File: src/rtl/pwr2_pkg.sv
package pwr2_pkg;
    localparam int LFSR_W = 10;
    localparam int CODE_W = 3;
    localparam int SIGN_BIT = 9;
    localparam int TAP_HI = 9;
    localparam int TAP_LO = 6;

    typedef logic [LFSR_W-1:0] lfsr_t;

    typedef struct packed {
        logic              neg;
        logic              zero;
        logic [CODE_W-1:0] shamt;
    } weight_t;

    function automatic lfsr_t lfsr_step(lfsr_t s);
        return {s[LFSR_W-2:0], s[TAP_HI] ^ s[TAP_LO]};
    endfunction
endpackage

File: src/rtl/pwr2_lfsr.sv
module pwr2_lfsr
    import pwr2_pkg::*;
#(
    parameter lfsr_t DEF_SEED = 10'h1A7
) (
    input  logic  clk,
    input  logic  rst_n,
    input  logic  load_i,
    input  lfsr_t seed_i,
    output lfsr_t state_o
);
    typedef struct packed {
        lfsr_t st;
    } gen_t;

    gen_t  gen_d, gen_q;
    lfsr_t seed_eff;

    always_comb begin
        seed_eff = (seed_i == '0) ? DEF_SEED : seed_i;
        state_o  = load_i ? seed_eff : gen_q.st;
        gen_d    = gen_q;
        gen_d.st = lfsr_step(state_o);
    end

    always_ff @(posedge clk or negedge rst_n) begin
        if (!rst_n) gen_q.st <= DEF_SEED;
        else        gen_q    <= gen_d;
    end
endmodule

File: src/rtl/pwr2_decode.sv
module pwr2_decode
    import pwr2_pkg::*;
#(
    parameter int SHIFT_MIN = 1,
    parameter int SHIFT_MAX = 6
) (
    input  lfsr_t   state_i,
    output weight_t weight_o
);
    localparam logic [CODE_W-1:0] LO = CODE_W'(SHIFT_MIN);
    localparam logic [CODE_W-1:0] HI = CODE_W'(SHIFT_MAX);

    logic [CODE_W-1:0] code;

    always_comb begin
        code           = state_i[CODE_W-1:0];
        weight_o.neg   = state_i[SIGN_BIT];
        weight_o.zero  = (code < LO) || (code > HI);
        weight_o.shamt = code;
    end
endmodule

File: src/rtl/pwr2_shift_add.sv
module pwr2_shift_add
    import pwr2_pkg::*;
#(
    parameter int DATA_W   = 32,
    parameter bit SATURATE = 1'b1
) (
    input  logic [DATA_W-1:0] reg_in_i,
    input  logic [DATA_W-1:0] wgt_in_i,
    input  weight_t           weight_i,
    output logic [DATA_W-1:0] sum_o
);
    localparam int EXT_W = DATA_W + 1;
    localparam logic [DATA_W-1:0] MAX_POS = {1'b0, {(DATA_W-1){1'b1}}};
    localparam logic [DATA_W-1:0] MAX_NEG = {1'b1, {(DATA_W-1){1'b0}}};

    logic signed [DATA_W-1:0] shifted;
    logic signed [EXT_W-1:0]  term;
    logic signed [EXT_W-1:0]  total;

    always_comb begin
        shifted = $signed(wgt_in_i) >>> weight_i.shamt;
        if (weight_i.zero)     term = '0;
        else if (weight_i.neg) term = -$signed({shifted[DATA_W-1], shifted});
        else                   term = $signed({shifted[DATA_W-1], shifted});
        total = $signed({reg_in_i[DATA_W-1], reg_in_i}) + term;
    end

    generate
        if (SATURATE) begin : g_sat
            always_comb begin
                if (total[EXT_W-1] != total[EXT_W-2])
                    sum_o = total[EXT_W-1] ? MAX_NEG : MAX_POS;
                else
                    sum_o = total[DATA_W-1:0];
            end
        end else begin : g_wrap
            always_comb sum_o = total[DATA_W-1:0];
        end
    endgenerate
endmodule

File: src/rtl/pwr2_shift_add_unit.sv
module pwr2_shift_add_unit
    import pwr2_pkg::*;
#(
    parameter int    DATA_W    = 32,
    parameter lfsr_t DEF_SEED  = 10'h1A7,
    parameter int    SHIFT_MIN = 1,
    parameter int    SHIFT_MAX = 6
) (
    input  logic              clk,
    input  logic              rst_n,
    input  logic              start_i,
    input  logic [9:0]        seed_i,
    input  logic              in_valid_i,
    input  logic [DATA_W-1:0] reg_in_i,
    input  logic [DATA_W-1:0] wgt_in_i,
    output logic              out_valid_o,
    output logic [DATA_W-1:0] sum_o
);
    typedef struct packed {
        logic              vld;
        logic [DATA_W-1:0] sum;
    } out_t;

    out_t              out_d, out_q;
    lfsr_t             cur_state;
    weight_t           cur_weight;
    logic [DATA_W-1:0] next_sum;

    pwr2_lfsr #(.DEF_SEED(DEF_SEED)) u_gen (
        .clk    (clk),
        .rst_n  (rst_n),
        .load_i (start_i),
        .seed_i (seed_i),
        .state_o(cur_state)
    );

    pwr2_decode #(.SHIFT_MIN(SHIFT_MIN), .SHIFT_MAX(SHIFT_MAX)) u_dec (
        .state_i (cur_state),
        .weight_o(cur_weight)
    );

    pwr2_shift_add #(.DATA_W(DATA_W), .SATURATE(1'b1)) u_alu (
        .reg_in_i(reg_in_i),
        .wgt_in_i(wgt_in_i),
        .weight_i(cur_weight),
        .sum_o   (next_sum)
    );

    always_comb begin
        out_d     = out_q;
        out_d.vld = in_valid_i;
        if (in_valid_i) out_d.sum = next_sum;
    end

    always_ff @(posedge clk or negedge rst_n) begin
        if (!rst_n) out_q <= '0;
        else        out_q <= out_d;
    end

    assign out_valid_o = out_q.vld;
    assign sum_o       = out_q.sum;
endmodule

File: config.mk
export PLATFORM = sky130hd
export DESIGN_NAME = pwr2_shift_add_unit
export DESIGN_NICKNAME = d
export VERILOG_FILES = /design/src/rtl/pwr2_pkg.sv /design/src/rtl/pwr2_lfsr.sv /design/src/rtl/pwr2_decode.sv /design/src/rtl/pwr2_shift_add.sv /design/src/rtl/pwr2_shift_add_unit.sv
export SDC_FILE = /design/constraint.sdc
export NUM_CORES = 1
export LEC_CHECK = 0
export ABC_AREA = 1
export BUFFER_PORTS_ARGS = -buffer_cell sky130_fd_sc_hd__buf_2
export CAP_MARGIN = 20
export CORE_ASPECT_RATIO = 0.9
export CORE_MARGIN = 2
export CORE_UTILIZATION = 39
export CTS_BUF_LIST = sky130_fd_sc_hd__clkbuf_8
export DETAILED_ROUTE_END_ITERATION = 10
export GPL_TIMING_DRIVEN = 0
export PLACE_DENSITY = 0.71
export REMOVE_ABC_BUFFERS = 1
export SETUP_SLACK_MARGIN = 0.1
export SLEW_MARGIN = 40
export SYNTH_ARGS = -nofsm -noshare
export SYNTH_HDL_FRONTEND = slang
export SYNTH_SLANG_ARGS = --single-unit
File: constraint.sdc
create_clock -name clk -period 6.35 [get_ports clk]
set_input_delay 0.635 -clock clk [delete_from_list [all_inputs] [get_ports clk]]
set_output_delay 0.635 -clock clk [all_outputs]
set_load 0.02 [all_outputs]
### After elaboration in Yosys (flattened, before gate mapping)

Index checks and enable logic that the tools add are counted.

| operators by class | value |
|---|---|
| reductions and logical operators | 2 |
| shift operators | 1 |
| bitwise operators | 1 |
| $lt $le $gt $ge | 2 |
| muxes and demuxes | 6 |
| add/sub/neg operators | 2 |
| eq/ne operators | 1 |

Operators by type and width:

| kind | count |
|---|---|
| 33-bit two-way mux | 2 |
| 32-bit two-way mux | 2 |
| 32-bit by 33-bit adder with 33-bit output | 1 |
| 32-bit negation with 33-bit output | 1 |
| 32-bit by 3-bit >>> shifter with 32-bit output | 1 |
| 10-bit two-way mux | 2 |
| 10-bit zero test | 1 |
| 3-bit > comparator, second input constant | 1 |
| 3-bit by 1-bit < comparator with 1-bit output, second input constant | 1 |
| 1-bit logical OR | 1 |
| 1-bit inequality test | 1 |
| 1-bit XOR | 1 |

| storage, ports and cells | value |
|---|---|
| input bits | 78 |
| bits in registers | 43 |

### Depth between registers and ports, before layout

| logic depth | value |
|---|---|
| word-level depth | 10 |
| gate-level depth with buffers | 38 |
| mapped depth without buffers | 37 |

### Modules after synthesis

A second synthesis with hierarchy kept.

| unflattened totals | value |
|---|---|
| cell total of the unflattened synthesis | 1038 |
| area total of the unflattened synthesis | 6123.4 um^2 |

By module, submodules not included:

| module | area each (um^2) | cells each | times used |
|---|---|---|---|
| pwr2_shift_add | 4190.3 | 825 | 1 |
| pwr2_shift_add_unit | 1317.5 | 137 | 1 |
| pwr2_lfsr | 565.5 | 67 | 1 |
| pwr2_decode | 50.0 | 9 | 1 |

### Worst setup path before layout

Ideal clock, no wire load.

| path | value |
|---|---|
| kind | input to register |
| start point | in seed_i[2] |
| end point | reg out_q (netlist bit sum_o[1]) |
| required time | 6226 ps |
| data arrival time | 5089 ps |
| slack | 1137 ps |
| setup time | 124 ps |
| path buffers | 2 |
| stages | 37 |
| cells stage by stage | nor2_1 -> nand3_2 -> nor2_4 -> nor2_1 -> nor2_4 -> buf_6 -> nand3_1 -> nand2_1 -> o21ai_0 -> nor2_1 -> ha_1 -> inv_1 -> nor2_1 -> nand2_1 -> nor2_2 -> nand2_1 -> nand2_1 -> nand2_1 -> inv_1 -> o21ai_0 -> or2_2 -> o21ai_0 -> a21oi_1 -> ha_1 -> a21oi_1 -> o21a_1 -> nor4_1 -> a2111oi_0 -> nand2_1 -> or2_2 -> nand2_1 -> inv_1 -> nand3_2 -> nand2_1 -> inv_2 -> buf_6 -> a21oi_1 |

| on the way | value |
|---|---|
| cells in the longest elaborated chain, start to end | 10 |
| elaborated cells between the ends (all ways) | 14 |

RTL lines:

| element | RTL line | RTL |
|---|---|---|
| from (decl) | pwr2_shift_add_unit.sv:12 | `input logic [9:0] seed_i,` |
| 10-bit zero test | pwr2_lfsr.sv:20 | `seed_eff = (seed_i == '0) ? DEF_SEED : seed_i;` |
| 10-bit two-way mux (*) | pwr2_lfsr.sv:20 |  |
| 10-bit two-way mux (*) | pwr2_lfsr.sv:21 | `state_o = load_i ? seed_eff : gen_q.st;` |
| 32-bit by 3-bit >>> shifter with 32-bit output | pwr2_shift_add.sv:21 | `shifted = $signed(wgt_in_i) >>> weight_i.shamt;` |
| 32-bit negation with 33-bit output | pwr2_shift_add.sv:23 | `else if (weight_i.neg) term = -$signed({shifted[DATA_W-1], shifted});` |
| 33-bit two-way mux | pwr2_shift_add.sv:23 |  |
| 33-bit two-way mux (*) | pwr2_shift_add.sv:22 | `if (weight_i.zero) term = '0;` |
| 32-bit by 33-bit adder with 33-bit output (*) | pwr2_shift_add.sv:25 | `total = $signed({reg_in_i[DATA_W-1], reg_in_i}) + term;` |
| 32-bit two-way mux or 1-bit inequality test (tied branches) | pwr2_shift_add.sv:32, pwr2_shift_add.sv:31 |  |
| 32-bit two-way mux (*) | pwr2_shift_add.sv:31 | `if (total[EXT_W-1] != total[EXT_W-2])` |
| to (signal assigned) | pwr2_shift_add_unit.sv:57 | `else out_q <= out_d;` |
| to (decl) | pwr2_shift_add_unit.sv:24 | `out_t out_d, out_q;` |

Mark *: on every way between the ends. The rest lies on a longest branch, timed or not.
A chain may end at the register's enable or synchronous reset.

### Final worst setup path

| path | value |
|---|---|
| start point | in start_i |
| end point | reg out_q (netlist bit sum_o[30]) |

| on the way | value |
|---|---|
| cells in the longest elaborated chain, start to end | 8 |
| elaborated cells between the ends (all ways) | 12 |

RTL lines:

| element | RTL line | RTL |
|---|---|---|
| from (decl) | pwr2_shift_add_unit.sv:11 | `input logic start_i,` |
| 10-bit two-way mux (*) | pwr2_lfsr.sv:21 |  |
| 32-bit by 3-bit >>> shifter with 32-bit output | pwr2_shift_add.sv:21 |  |
| 32-bit negation with 33-bit output | pwr2_shift_add.sv:23 |  |
| 33-bit two-way mux | pwr2_shift_add.sv:23 |  |
| 33-bit two-way mux (*) | pwr2_shift_add.sv:22 |  |
| 32-bit by 33-bit adder with 33-bit output (*) | pwr2_shift_add.sv:25 |  |
| 32-bit two-way mux or 1-bit inequality test (tied branches) | pwr2_shift_add.sv:32, pwr2_shift_add.sv:31 |  |
| 32-bit two-way mux (*) | pwr2_shift_add.sv:31 |  |

Marked as above.

==> flow_metrics.py <==
metrics = {
    "place": {
        "dpl.hpwl_mm": 12.5,
        "place.gp.congestion": 0.934,
        "port_buffers": 110,
        "place_ws_ps": -1530,
        "dpl_cell_area_sq_um": 6380,
    },
    "worst_setup_path": {
        "criticalPathCategory": "in -> reg",
        "rrSetupSlack_ps": 620,
        "arrival_ps": 6070,
        "r2r_cells": 33,
        "setup.worst_path.start": "start_i",
        "crit_path_start_kind": "primary input",
        "rr_startpoint": "u_gen.gen_q[0]",
        "path_common_cell": "nand2_1",
        "crit_slowest_cell": "a2111oi_1",
        "cp.required_ps": 6570,
        "critPathCapture": "sum_o[30]",
        "reg2reg_to": "sum_o[30]",
        "path_max_fanout": 15,
        "end_kind": "flop",
        "slowest_delay_ps": 340,
    },
    "run": {
        "maxCapViolCount": 0,
    },
    "hold_path": {
        "hold_class": "in -> async",
    },
    "timing": {
        "hold_viol_final": 0,
        "setup_viol": 0,
        "max_freq_ghz": 0.171,
        "rsz0062_at_grt": "no",
        "tightest_slew_ps": 705,
        "period_minus_slack_ps": 5850,
        "worst_hold_slack_ps": 294,
        "drv_slew": 0,
        "finalClockSkew_ps": 6.55,
        "slew_headroom_pct": 53.0,
        "fin_ws_ps": 496,
        "period_share_pct": 92.2,
    },
    "yosys": {
        "async_reset_ff_share_pct": 100,
        "yosys_warnings": 0,
        "ys_ff_latch": 43,
        "syn_inst": 895,
        "ys_types": 49,
        "synth-edff-count": 0,
        "syn_avg_cell_area_sq_um": 6.49,
        "yosysSeqAreaShare_pct": 18.7,
        "ys.flop_type": "dfrtp_1",
        "netlist_area_sq_um": 5810,
    },
    "drt": {
        "highest_layer": "met4",
        "routed-wl-met2_mm": 8.50,
        "drtIter0Drc": 596,
        "drt-met1-wl_mm": 8.34,
        "num_vias": 6574,
        "drt_wl_total_mm": 18.4,
        "postRouteAntennaNets": 0,
        "drc": 0,
        "wl_per_cell_um": 15.3,
        "dr.pass1.iters": 5,
        "wl_met3_mm": 1.24,
        "via_per_inst": 5.45,
    },
    "layout": {
        "multiInputGateArea_sq_um": 4470,
        "final_common_cell": "nand2_1",
        "num-fill-cells": 1503,
        "final_cell_mix": "nand2_1, nand3_1, buf_2",
        "drive_gt1_share_pct": 26.0,
        "utilization_pct": 47.6,
        "final_nets": 1119,
        "ff_latch_area_sq_um": 1080,
        "num_antenna_cells": 0,
        "fin_area_sq_um": 6980,
        "syn2layout_area_growth_pct": 20.1,
    },
    "clocking": {
        "cts_tree": "built",
        "ctsHoldBuffers": 0,
        "numCtsBuffers": 5,
        "clockBufferDepth": 2,
        "clock-sinks": 43,
        "cts-root-buf": "clkbuf_8",
        "h-tree-depth": 2,
        "insertion_delay_ps": 330,
        "cts.clk_slew.worst_paths_ps": 100,
    },
    "power": {
        "p_leak_nw": 3.29,
        "peakVddDrop_mv": 0.127,
        "powerDensity_nw_per_um2": 326,
    },
    "floorplanning": {
        "io_pins": 111,
        "fp.coreArea_sq_um": 14700,
        "die_w_um": 133,
        "start_util_pct": 39.6,
        "die_area_sq_um": 15900,
        "rows": 42,
        "die_h_um": 120,
    },
    "outcome": {
        "status": "completed",
    },
    "global_routing": {
        "grt_overflow_total": 0,
        "grt_start_max_net_pins": 44,
        "grtUsageTotal_pct": 22.2,
        "first_global_vias": 5921,
        "grt_pass1_wl_mm": 28.7,
        "antenna_found_initial": 0,
    },
}
-- flip-flops by register name, summed over array words and instances, names as in the netlist --
signal / cells
sum_o: 32
u_gen.gen_q: 10
out_valid_o: 1
-- cells by family after synthesis --
family                     after synthesis  synth area share (%)
buffers and inverters                  104                  8.83
adders and majority gates               34                  7.45
and+or+nand+nor                        492                  40.3
DFF                                     43                  18.7
AOI/OAI and AO/OA                      189                  19.8
xor gates and xnor gates                33                  4.98
-- cell type report --
| type | count | share of cell area (%) |
|---|---|---|
| multi-input cells | 757 | 64.1 |
| flip-flops and latches | 43 | 15.5 |
| repair buffers | 135 | 11.1 |
| inverters | 64 | 3.86 |
| well taps | 198 | 3.55 |
| clock buffers | 5 | 0.987 |
| clock inverters | 3 | 0.628 |
| repair inverters | 1 | 0.233 |
-- what timing repair did --
item,CTS,global route
cloned,6,4
pin swaps,6,16
endpoints found under the setup margin,31,32
gates resized for setup,14,38
buffers inserted,9,14
-- Yosys cell counts, drive strengths merged (10+ instances only) --
library cell,instances,area [sq um]
a21oi,104,633
buf,30,235
clkbuf,10,37.5
dfrtp,37,926
ha,33,413
inv,63,236
nand2,187,727
nand3,170,991
nor2,100,405
o21ai,61,317
xnor2,11,96.3
xor2,22,193
-- stage by stage --
stage               std cells  power, mW  TNS, ps
detailed placement       1165       1.86   -45530
global placement         1163       1.84   -92170
global route             1206       2.47        0
floorplan                 855       1.51   -11180
finish                   1206       2.28        0
CTS                      1188       2.16        0
-- power by group --
part	internal (mW)	total, mW	switching, mW
logic	0.580	1.61	1.03
clock network	0.117	0.234	0.116
registers	0.383	0.434	0.0507
total	1.08	2.28	1.20
-- critical path: cells and delay by family --
family | cells | cell delay [ps]
simple gates | 18 | 2650
buf+inv | 7 | 900
fa+ha+maj | 2 | 480
compound gates | 9 | 1380
-- worst min-delay path by stage --
stage / startpoint / endpoint / slack (ps) / cells past startpoint
floorplan: rst_n / out_valid_o / 340 / 0
global placement: u_gen.gen_q[4] / u_gen.gen_q[5] / 420 / 2
detailed placement: u_gen.gen_q[4] / u_gen.gen_q[5] / 430 / 2
CTS: rst_n / u_gen.gen_q[9] / 310 / 1
global route: rst_n / u_gen.gen_q[9] / 350 / 1
finish: rst_n / u_gen.gen_q[9] / 290 / 1
-- per-layer routing --
| metal | track usage (%) | vias up |
|---|---|---|
| li1 | - | 3311 |
| met1 | 29.9 | 2997 |
| met2 | 36.6 | 239 |
| met3 | 3.38 | 27 |
| met4 | 6.85 | 0 |
| met5 | 0 | - |
(Power assumes the default switching activity.)
